===== src/rtl/vip_pkg.sv =====
package vip_pkg;

  localparam int VIP_NVEC  = 256;
  localparam int VIP_WORD  = 32;
  localparam int VIP_VW    = $clog2(VIP_NVEC);
  localparam int VIP_CLS_W = 4;
  localparam int VIP_CFG_W = VIP_VW + 1;

  typedef logic [VIP_VW-1:0] vip_vec_t;

  // Priority class of a vector: its upper bits.
  function automatic logic [VIP_CLS_W-1:0] f_class(vip_vec_t v);
    return v[VIP_VW-1 -: VIP_CLS_W];
  endfunction

  // Processor priority from task priority and top in-service vector.
  function automatic vip_vec_t f_ppr(vip_vec_t tpr, logic isr_any, vip_vec_t isr_top);
    logic [VIP_CLS_W-1:0] svc_cls;
    svc_cls = isr_any ? f_class(isr_top) : '0;
    if (f_class(tpr) >= svc_cls) return tpr;
    return {svc_cls, {(VIP_VW-VIP_CLS_W){1'b0}}};
  endfunction

  // A request is held back when priority is nonzero and its class does not exceed it.
  function automatic logic f_held(vip_vec_t ppr, vip_vec_t irr_top);
    return (ppr != '0) && (f_class(irr_top) <= f_class(ppr));
  endfunction

endpackage


===== src/rtl/vip_msb_enc.sv =====
module vip_msb_enc #(
  parameter int NVEC = vip_pkg::VIP_NVEC,
  parameter int WORD = vip_pkg::VIP_WORD
) (
  input  logic [NVEC-1:0]         vec_i,
  output logic                    any_o,
  output logic [$clog2(NVEC)-1:0] idx_o
);
  localparam int NWORD = NVEC / WORD;
  localparam int BW    = $clog2(WORD);
  localparam int VW    = $clog2(NVEC);

  logic [NWORD-1:0] w_any;
  logic [BW-1:0]    w_idx [NWORD];

  // First level: highest set bit inside each word.
  for (genvar g = 0; g < NWORD; g++) begin : g_word
    assign w_any[g] = |vec_i[g*WORD +: WORD];
    always_comb begin
      w_idx[g] = '0;
      for (int b = 0; b < WORD; b++) begin
        if (vec_i[g*WORD + b]) w_idx[g] = BW'(b);
      end
    end
  end

  // Second level: highest word holding any bit.
  always_comb begin
    any_o = |w_any;
    idx_o = '0;
    for (int w = 0; w < NWORD; w++) begin
      if (w_any[w]) idx_o = VW'(w * WORD + int'(w_idx[w]));
    end
  end
endmodule


===== src/rtl/vip_bit_array.sv =====
module vip_bit_array #(
  parameter int NVEC = vip_pkg::VIP_NVEC
) (
  input  logic                    clk_i,
  input  logic                    rst_ni,
  input  logic                    clr_en_i,
  input  logic [$clog2(NVEC)-1:0] clr_idx_i,
  input  logic                    set_en_i,
  input  logic [$clog2(NVEC)-1:0] set_idx_i,
  output logic [NVEC-1:0]         bits_o
);
  // Clear is applied first, so a set to the same index wins.
  always_ff @(posedge clk_i) begin
    if (!rst_ni) begin
      bits_o <= '0;
    end else begin
      if (clr_en_i) bits_o[clr_idx_i] <= 1'b0;
      if (set_en_i) bits_o[set_idx_i] <= 1'b1;
    end
  end
endmodule


===== src/rtl/vip_prio_eval.sv =====
module vip_prio_eval
  import vip_pkg::*;
(
  input  logic     en_i,
  input  vip_vec_t tpr_i,
  input  logic     isr_any_i,
  input  vip_vec_t isr_top_i,
  input  logic     irr_any_i,
  input  vip_vec_t irr_top_i,
  output vip_vec_t ppr_o,
  output logic     held_o,
  output logic     deliver_o
);
  always_comb begin
    ppr_o     = f_ppr(tpr_i, isr_any_i, isr_top_i);
    held_o    = irr_any_i && f_held(ppr_o, irr_top_i);
    deliver_o = en_i && irr_any_i && !held_o;
  end
endmodule


===== src/rtl/vip_core.sv =====
module vip_core
  import vip_pkg::*;
#(
  parameter int NVEC = VIP_NVEC,
  parameter int WORD = VIP_WORD,
  parameter int CFGD = 16
) (
  input  logic                    clk_i,
  input  logic                    rst_ni,
  input  logic                    req_valid_i,
  input  logic [$clog2(NVEC)-1:0] req_vector_i,
  input  logic                    req_level_i,
  input  logic                    tpr_wr_i,
  input  logic [$clog2(NVEC)-1:0] tpr_data_i,
  input  logic                    cfg_wr_i,
  input  logic [CFGD-1:0]         cfg_data_i,
  input  logic                    eoi_suppress_i,
  input  logic                    ack_i,
  input  logic                    eoi_i,
  output logic                    irq_o,
  output logic [$clog2(NVEC)-1:0] ppr_o,
  output logic                    ack_valid_o,
  output logic [$clog2(NVEC)-1:0] ack_vec_o,
  output logic                    ack_hit_o,
  output logic                    eoi_bcast_valid_o,
  output logic [$clog2(NVEC)-1:0] eoi_bcast_vec_o
);
  localparam int VW    = $clog2(NVEC);
  localparam int CFG_W = VW + 1;

  logic [VW-1:0]    tpr_q;
  logic [CFG_W-1:0] spur_q;
  logic             enable;
  logic [VW-1:0]    spur_vec;

  logic [NVEC-1:0] irr_q, isr_q, tmr_q;
  logic [NVEC-1:0] isr_post, eoi_mask;
  logic            irr_any, isr_any, post_any;
  logic [VW-1:0]   irr_top, isr_top, post_top;

  // Named internal events
  logic          eoi_fire;
  logic          ack_take;
  logic          ack_held;
  logic          ack_deliver;
  logic          now_deliver;
  logic          now_held;
  logic [VW-1:0] ppr_after_eoi;

  assign enable   = spur_q[CFG_W-1];
  assign spur_vec = spur_q[VW-1:0];

  vip_msb_enc #(.NVEC(NVEC), .WORD(WORD)) i_enc_irr (
    .vec_i(irr_q), .any_o(irr_any), .idx_o(irr_top));
  vip_msb_enc #(.NVEC(NVEC), .WORD(WORD)) i_enc_isr (
    .vec_i(isr_q), .any_o(isr_any), .idx_o(isr_top));

  // In-service view after this cycle's end-of-interrupt, used by the acknowledge.
  assign eoi_fire = eoi_i && isr_any;
  assign eoi_mask = eoi_fire ? (NVEC'(1) << isr_top) : '0;
  assign isr_post = isr_q & ~eoi_mask;

  vip_msb_enc #(.NVEC(NVEC), .WORD(WORD)) i_enc_post (
    .vec_i(isr_post), .any_o(post_any), .idx_o(post_top));

  // Status view: drives ppr_o and the interrupt line.
  vip_prio_eval i_eval_now (
    .en_i(enable), .tpr_i(tpr_q),
    .isr_any_i(isr_any), .isr_top_i(isr_top),
    .irr_any_i(irr_any), .irr_top_i(irr_top),
    .ppr_o(ppr_o), .held_o(now_held), .deliver_o(now_deliver));

  // Acknowledge view: judged after the end-of-interrupt of the same cycle.
  vip_prio_eval i_eval_ack (
    .en_i(enable), .tpr_i(tpr_q),
    .isr_any_i(post_any), .isr_top_i(post_top),
    .irr_any_i(irr_any), .irr_top_i(irr_top),
    .ppr_o(ppr_after_eoi), .held_o(ack_held), .deliver_o(ack_deliver));

  assign ack_take = ack_i && ack_deliver;

  vip_bit_array #(.NVEC(NVEC)) i_irr (
    .clk_i(clk_i), .rst_ni(rst_ni),
    .clr_en_i(ack_take), .clr_idx_i(irr_top),
    .set_en_i(req_valid_i), .set_idx_i(req_vector_i),
    .bits_o(irr_q));

  vip_bit_array #(.NVEC(NVEC)) i_isr (
    .clk_i(clk_i), .rst_ni(rst_ni),
    .clr_en_i(eoi_fire), .clr_idx_i(isr_top),
    .set_en_i(ack_take), .set_idx_i(irr_top),
    .bits_o(isr_q));

  vip_bit_array #(.NVEC(NVEC)) i_tmr (
    .clk_i(clk_i), .rst_ni(rst_ni),
    .clr_en_i(req_valid_i && !req_level_i), .clr_idx_i(req_vector_i),
    .set_en_i(req_valid_i && req_level_i), .set_idx_i(req_vector_i),
    .bits_o(tmr_q));

  always_ff @(posedge clk_i) begin
    if (!rst_ni) begin
      tpr_q             <= '0;
      spur_q            <= {1'b0, {VW{1'b1}}};
      irq_o             <= 1'b0;
      ack_valid_o       <= 1'b0;
      ack_vec_o         <= '0;
      ack_hit_o         <= 1'b0;
      eoi_bcast_valid_o <= 1'b0;
      eoi_bcast_vec_o   <= '0;
    end else begin
      if (tpr_wr_i) tpr_q <= tpr_data_i;
      if (cfg_wr_i) spur_q <= cfg_data_i[CFG_W-1:0];
      irq_o             <= now_deliver;
      ack_valid_o       <= ack_i;
      ack_hit_o         <= ack_take;
      if (ack_i) ack_vec_o <= ack_take ? irr_top : spur_vec;
      eoi_bcast_valid_o <= eoi_fire && tmr_q[isr_top] && !eoi_suppress_i;
      if (eoi_fire) eoi_bcast_vec_o <= isr_top;
    end
  end

  // Assertions
  assert_disabled_quiet_R3: assert property (@(posedge clk_i) disable iff (!rst_ni)
    !enable |=> !irq_o);

  assert_held_spurious_R4: assert property (@(posedge clk_i) disable iff (!rst_ni)
    (ack_i && ack_held) |=> (!ack_hit_o && ack_vec_o == $past(spur_vec)));

  assert_top_is_set_R5: assert property (@(posedge clk_i) disable iff (!rst_ni)
    irr_any |-> irr_q[irr_top]);

  assert_take_moves_bit_R5: assert property (@(posedge clk_i) disable iff (!rst_ni)
    (ack_take && !(req_valid_i && req_vector_i == irr_top))
      |=> (isr_q[$past(irr_top)] && !irr_q[$past(irr_top)]));

  assert_bcast_level_R6: assert property (@(posedge clk_i) disable iff (!rst_ni)
    eoi_bcast_valid_o |-> ($past(eoi_i) && !$past(eoi_suppress_i) && $past(tmr_q[isr_top])));

  assert_eoi_clears_R7: assert property (@(posedge clk_i) disable iff (!rst_ni)
    (eoi_fire && !(ack_take && irr_top == isr_top)) |=> !isr_q[$past(isr_top)]);

  assert_irq_rise_enabled_R9: assert property (@(posedge clk_i) disable iff (!rst_ni)
    $rose(irq_o) |-> ($past(enable) && $past(irr_any)));

  assert_ack_after_eoi_R10: assert property (@(posedge clk_i) disable iff (!rst_ni)
    (ack_take && eoi_fire) |=> ack_hit_o);
endmodule


===== config.mk =====
export PLATFORM = sky130hd
export DESIGN_NAME = vip_core
export DESIGN_NICKNAME = d
export VERILOG_FILES = /design/src/rtl/vip_pkg.sv /design/src/rtl/vip_msb_enc.sv /design/src/rtl/vip_bit_array.sv /design/src/rtl/vip_prio_eval.sv /design/src/rtl/vip_core.sv
export SDC_FILE = /design/constraint.sdc
export NUM_CORES = 2
export LEC_CHECK = 0
export ABC_CLOCK_PERIOD_IN_PS = 19600
export BUFFER_PORTS_ARGS = -buffer_cell sky130_fd_sc_hd__buf_4
export CAP_MARGIN = 20
export CORE_AREA = 10 10 288 290
export CTS_BUF_LIST = sky130_fd_sc_hd__clkbuf_4 sky130_fd_sc_hd__clkbuf_8
export DETAILED_ROUTE_END_ITERATION = 8
export DIE_AREA = 0 0 298 300
export PLACE_DENSITY = 0.7
export SYNTH_ARGS = -nofsm -noshare
export SYNTH_HDL_FRONTEND = slang
export SYNTH_SLANG_ARGS = --single-unit

===== constraint.sdc =====
create_clock -name clk_i -period 19.6 [get_ports clk_i]
set_input_delay 2.94 -clock clk_i [delete_from_list [all_inputs] [get_ports clk_i]]
set_output_delay 2.94 -clock clk_i [all_outputs]
set_load 0.01 [all_outputs]

==> metrics.txt <==
run status=finished clean; Static Leak=16.1 nW; Tot Pwr=3.69 mW; reg-to-reg critical path startpoint=i_isr.bits_o[172]; simple-gate area share of the yosys netlist=0.236; core area=77100 µm²; Final min period=14.09 ns; Net Count, Synth=5523; Die Wd=298 µm; sequential-to-total area share from yosys stat=0.376; Worst Max-Slew Pin Slew=1.26 ns; vias in the first global route=42702; Die Y-Extent=300 µm; Layout area overhead=10.3%; power density over the cells=78.1 nW/µm²; TritonCTS clock tree=done; post-route cell area=47300 µm²; Yosys warnings=0; biggest cell delay along the critical path=1.19 ns; Final Routed Wirelength=190 mm; post-layout utilization of the core=0.614; crit-path most repeated cell=buf_4; largest family of logic cells by synthesized area=compound AO/OA/AOI/OAI gates; worst path arrival time=14.79 ns; clk_lat worst skew=0.85 ns; area of placed instances=44200 µm²; R2R depth=37; pin count of the biggest net entering global routing=188; Synth Flop Type=dfxtp_1; MaxCap Viol Count=0; CP Launch Point=i_isr.bits_o[172]; Finished Layout Cells=6576; CP Max Fanout=41; gr ovfl total=0; first-pass GRT wire length=277 mm; TritonCTS Buffers=145; Max Freq=71.0 MHz; post-route ant nets=0; CTS HTree Levels=4; starting density of the core=0.556; fraction of layout cells with a size suffix above 1=0.102; Setup WS post-layout=5.51 ns; final setup vio count=0; aggregate global-route resource usage=0.405; detailed-route via count=46372; num ports=69; startpoint types=register; maximum vdd drop=0.0591 mV; Critical-path top delay cell=nand4_1; CTS root buf=clkbuf_8; compound-gate portion of the synthesized area=0.253; Mapped Avg Cell Area=7.85 µm²; Area contributors post-synth=dfxtp_1 38%, mux2i_1 7.6%, nor2_1 6.7%; Final Max Tran Viols=0; Hold Path End=eoi_bcast_vec_o[7]; CTS clock-pin slew for the worst setup and hold paths=0.06 ns; DR iter-0 viols=6878; number of flops mapped to enable cells by yosys=0; CP Capture Type=register; drt wl/cell=28.9 µm; min-delay src=eoi_bcast_vec_o[7]; Critical R2R Capture=i_irr.bits_o[204]; number of placed instances with taps included=6321; initial antenna violation count=6; Final period util=0.719; via-per-instance ratio=7.05; Min Hold Slack=0.467 ns; Nets=5489; mux cell area share after synthesis=0.0817; Hold WC Path Type=reg -> reg; #FFs+latches synth=805; cts hold-fix bufs=0; post-synth cell types=100; Clock Skew=0.0415 ns; Synth Area in XOR/XNOR=0; setup TNS=0 ns; Placer Congestion=1.07; DR pass1 iterations=8; detailed placement HPWL=121 mm; adder-cell share of the synthesized area=0.00467; Crit Path Category=reg -> reg; r2r setup slk=5.51 ns; leading area contributor after synthesis=dfxtp_1; clock net sink count=805; CP Data Required Time=20.30 ns; PortBufs=61; # rows=102; Async S/R FF share, synth=0; Fin. Hold Viols=0; Place WS=6.47 ns; Synth Instances=5466; RSZ-0062 raised after global routing=false; drc violations=0; PostCTS Resize Cnt=0; Synth top area share=0.376; Max-slew headroom=0.155; Post-Syn Area=42900 µm²; post-CTS setup buffers=0; die area=89400 µm²; buffers from clock root to sink, at most=3; Hold Crit Depth=2
==> worst max-delay path, delay by kind of cell (launching register included) <==
kind	cells	cell delay, ns
flops	1	0.36
buf+inv	6	2.74
simple gates	14	6.22
mux	1	0.41
fa+ha+maj	2	0.45
compound gates	14	3.67
==> power breakdown <==
group,switching (mW),total [mW],internal [mW]
sequential,0.00578,1.65,1.64
combinational,0.268,0.347,0.0794
clock,0.768,1.70,0.930
total,1.04,3.69,2.65
==> final cells by class <==
type,count,area (µm²)
flip-flops and latches,805,16100
well taps,1040,1300
clock inverters,28,272
repair buffers,201,1540
multi-input cells,4152,24800
clock buffers,217,2770
fillers,7190,29800
inverters,127,484
diodes,6,15.0
==> cells in the final DEF, fill, tap and decap left out, types with 91 or more instances in the layout <==
master	count
nand2_1	640
o21ai_0	441
dfxtp_1	805
nor2_1	763
mux2i_1	324
nor4_1	127
nand3_1	101
o21ai_1	91
a31oi_1	169
o22ai_1	140
a21oi_1	219
nor3_1	117
inv_1	124
buf_4	190
clkbuf_8	183
==> cells in the mapped netlist (12+ instances only) <==
cell / instances
or4_1: 35
o2bb2ai_1: 15
nor4_1: 127
o2111ai_1: 17
a211oi_1: 26
o31a_1: 21
o311ai_0: 33
nand3_1: 102
nand2b_1: 49
inv_1: 124
o31ai_1: 59
ha_1: 16
o221a_1: 57
nor3_1: 122
nand4_1: 68
or2_2: 16
o21ai_0: 441
o21ai_1: 93
clkbuf_1: 289
o211ai_1: 64
or3_1: 28
a21o_1: 15
o21bai_1: 41
a311oi_1: 76
o41ai_1: 12
and3_1: 45
buf_1: 20
nand2_1: 642
o21a_1: 18
a21oi_1: 219
buf_2: 56
nor2b_1: 35
a31oi_1: 169
o32ai_1: 16
and4_1: 19
o22ai_1: 140
a41oi_1: 16
nor4_2: 18
a21boi_0: 13
a2111oi_0: 17
mux2i_1: 324
dfxtp_1: 805
nor2_1: 770
==> cell families (layout without fill, tap and decap cells) <==
logic type	Yosys count	count (layout)
flops	805	805
compound gates	1655	1655
buf+inv	509	573
simple gates	2144	2144
fa+ha+maj	16	16
other cells	0	6
mux	337	337
==> worst max-delay path by stage <==
stage                              to  cells past startpoint
finish              i_irr.bits_o[204]                     37
global route        i_irr.bits_o[204]                     36
detailed placement  i_irr.bits_o[204]                     37
global placement    i_irr.bits_o[204]                     37
CTS                 i_irr.bits_o[204]                     37
floorplan           i_isr.bits_o[195]                     33
==> layer usage <==
metal	GRT usage	share of wire	up-vias
li1	-	-	20253
met1	0.486	0.36	21636
met2	0.598	0.41	3411
met3	0.109	0.13	1070
met4	0.344	0.10	2
met5	0	0.000063	-
(Power assumes the default switching activity.)
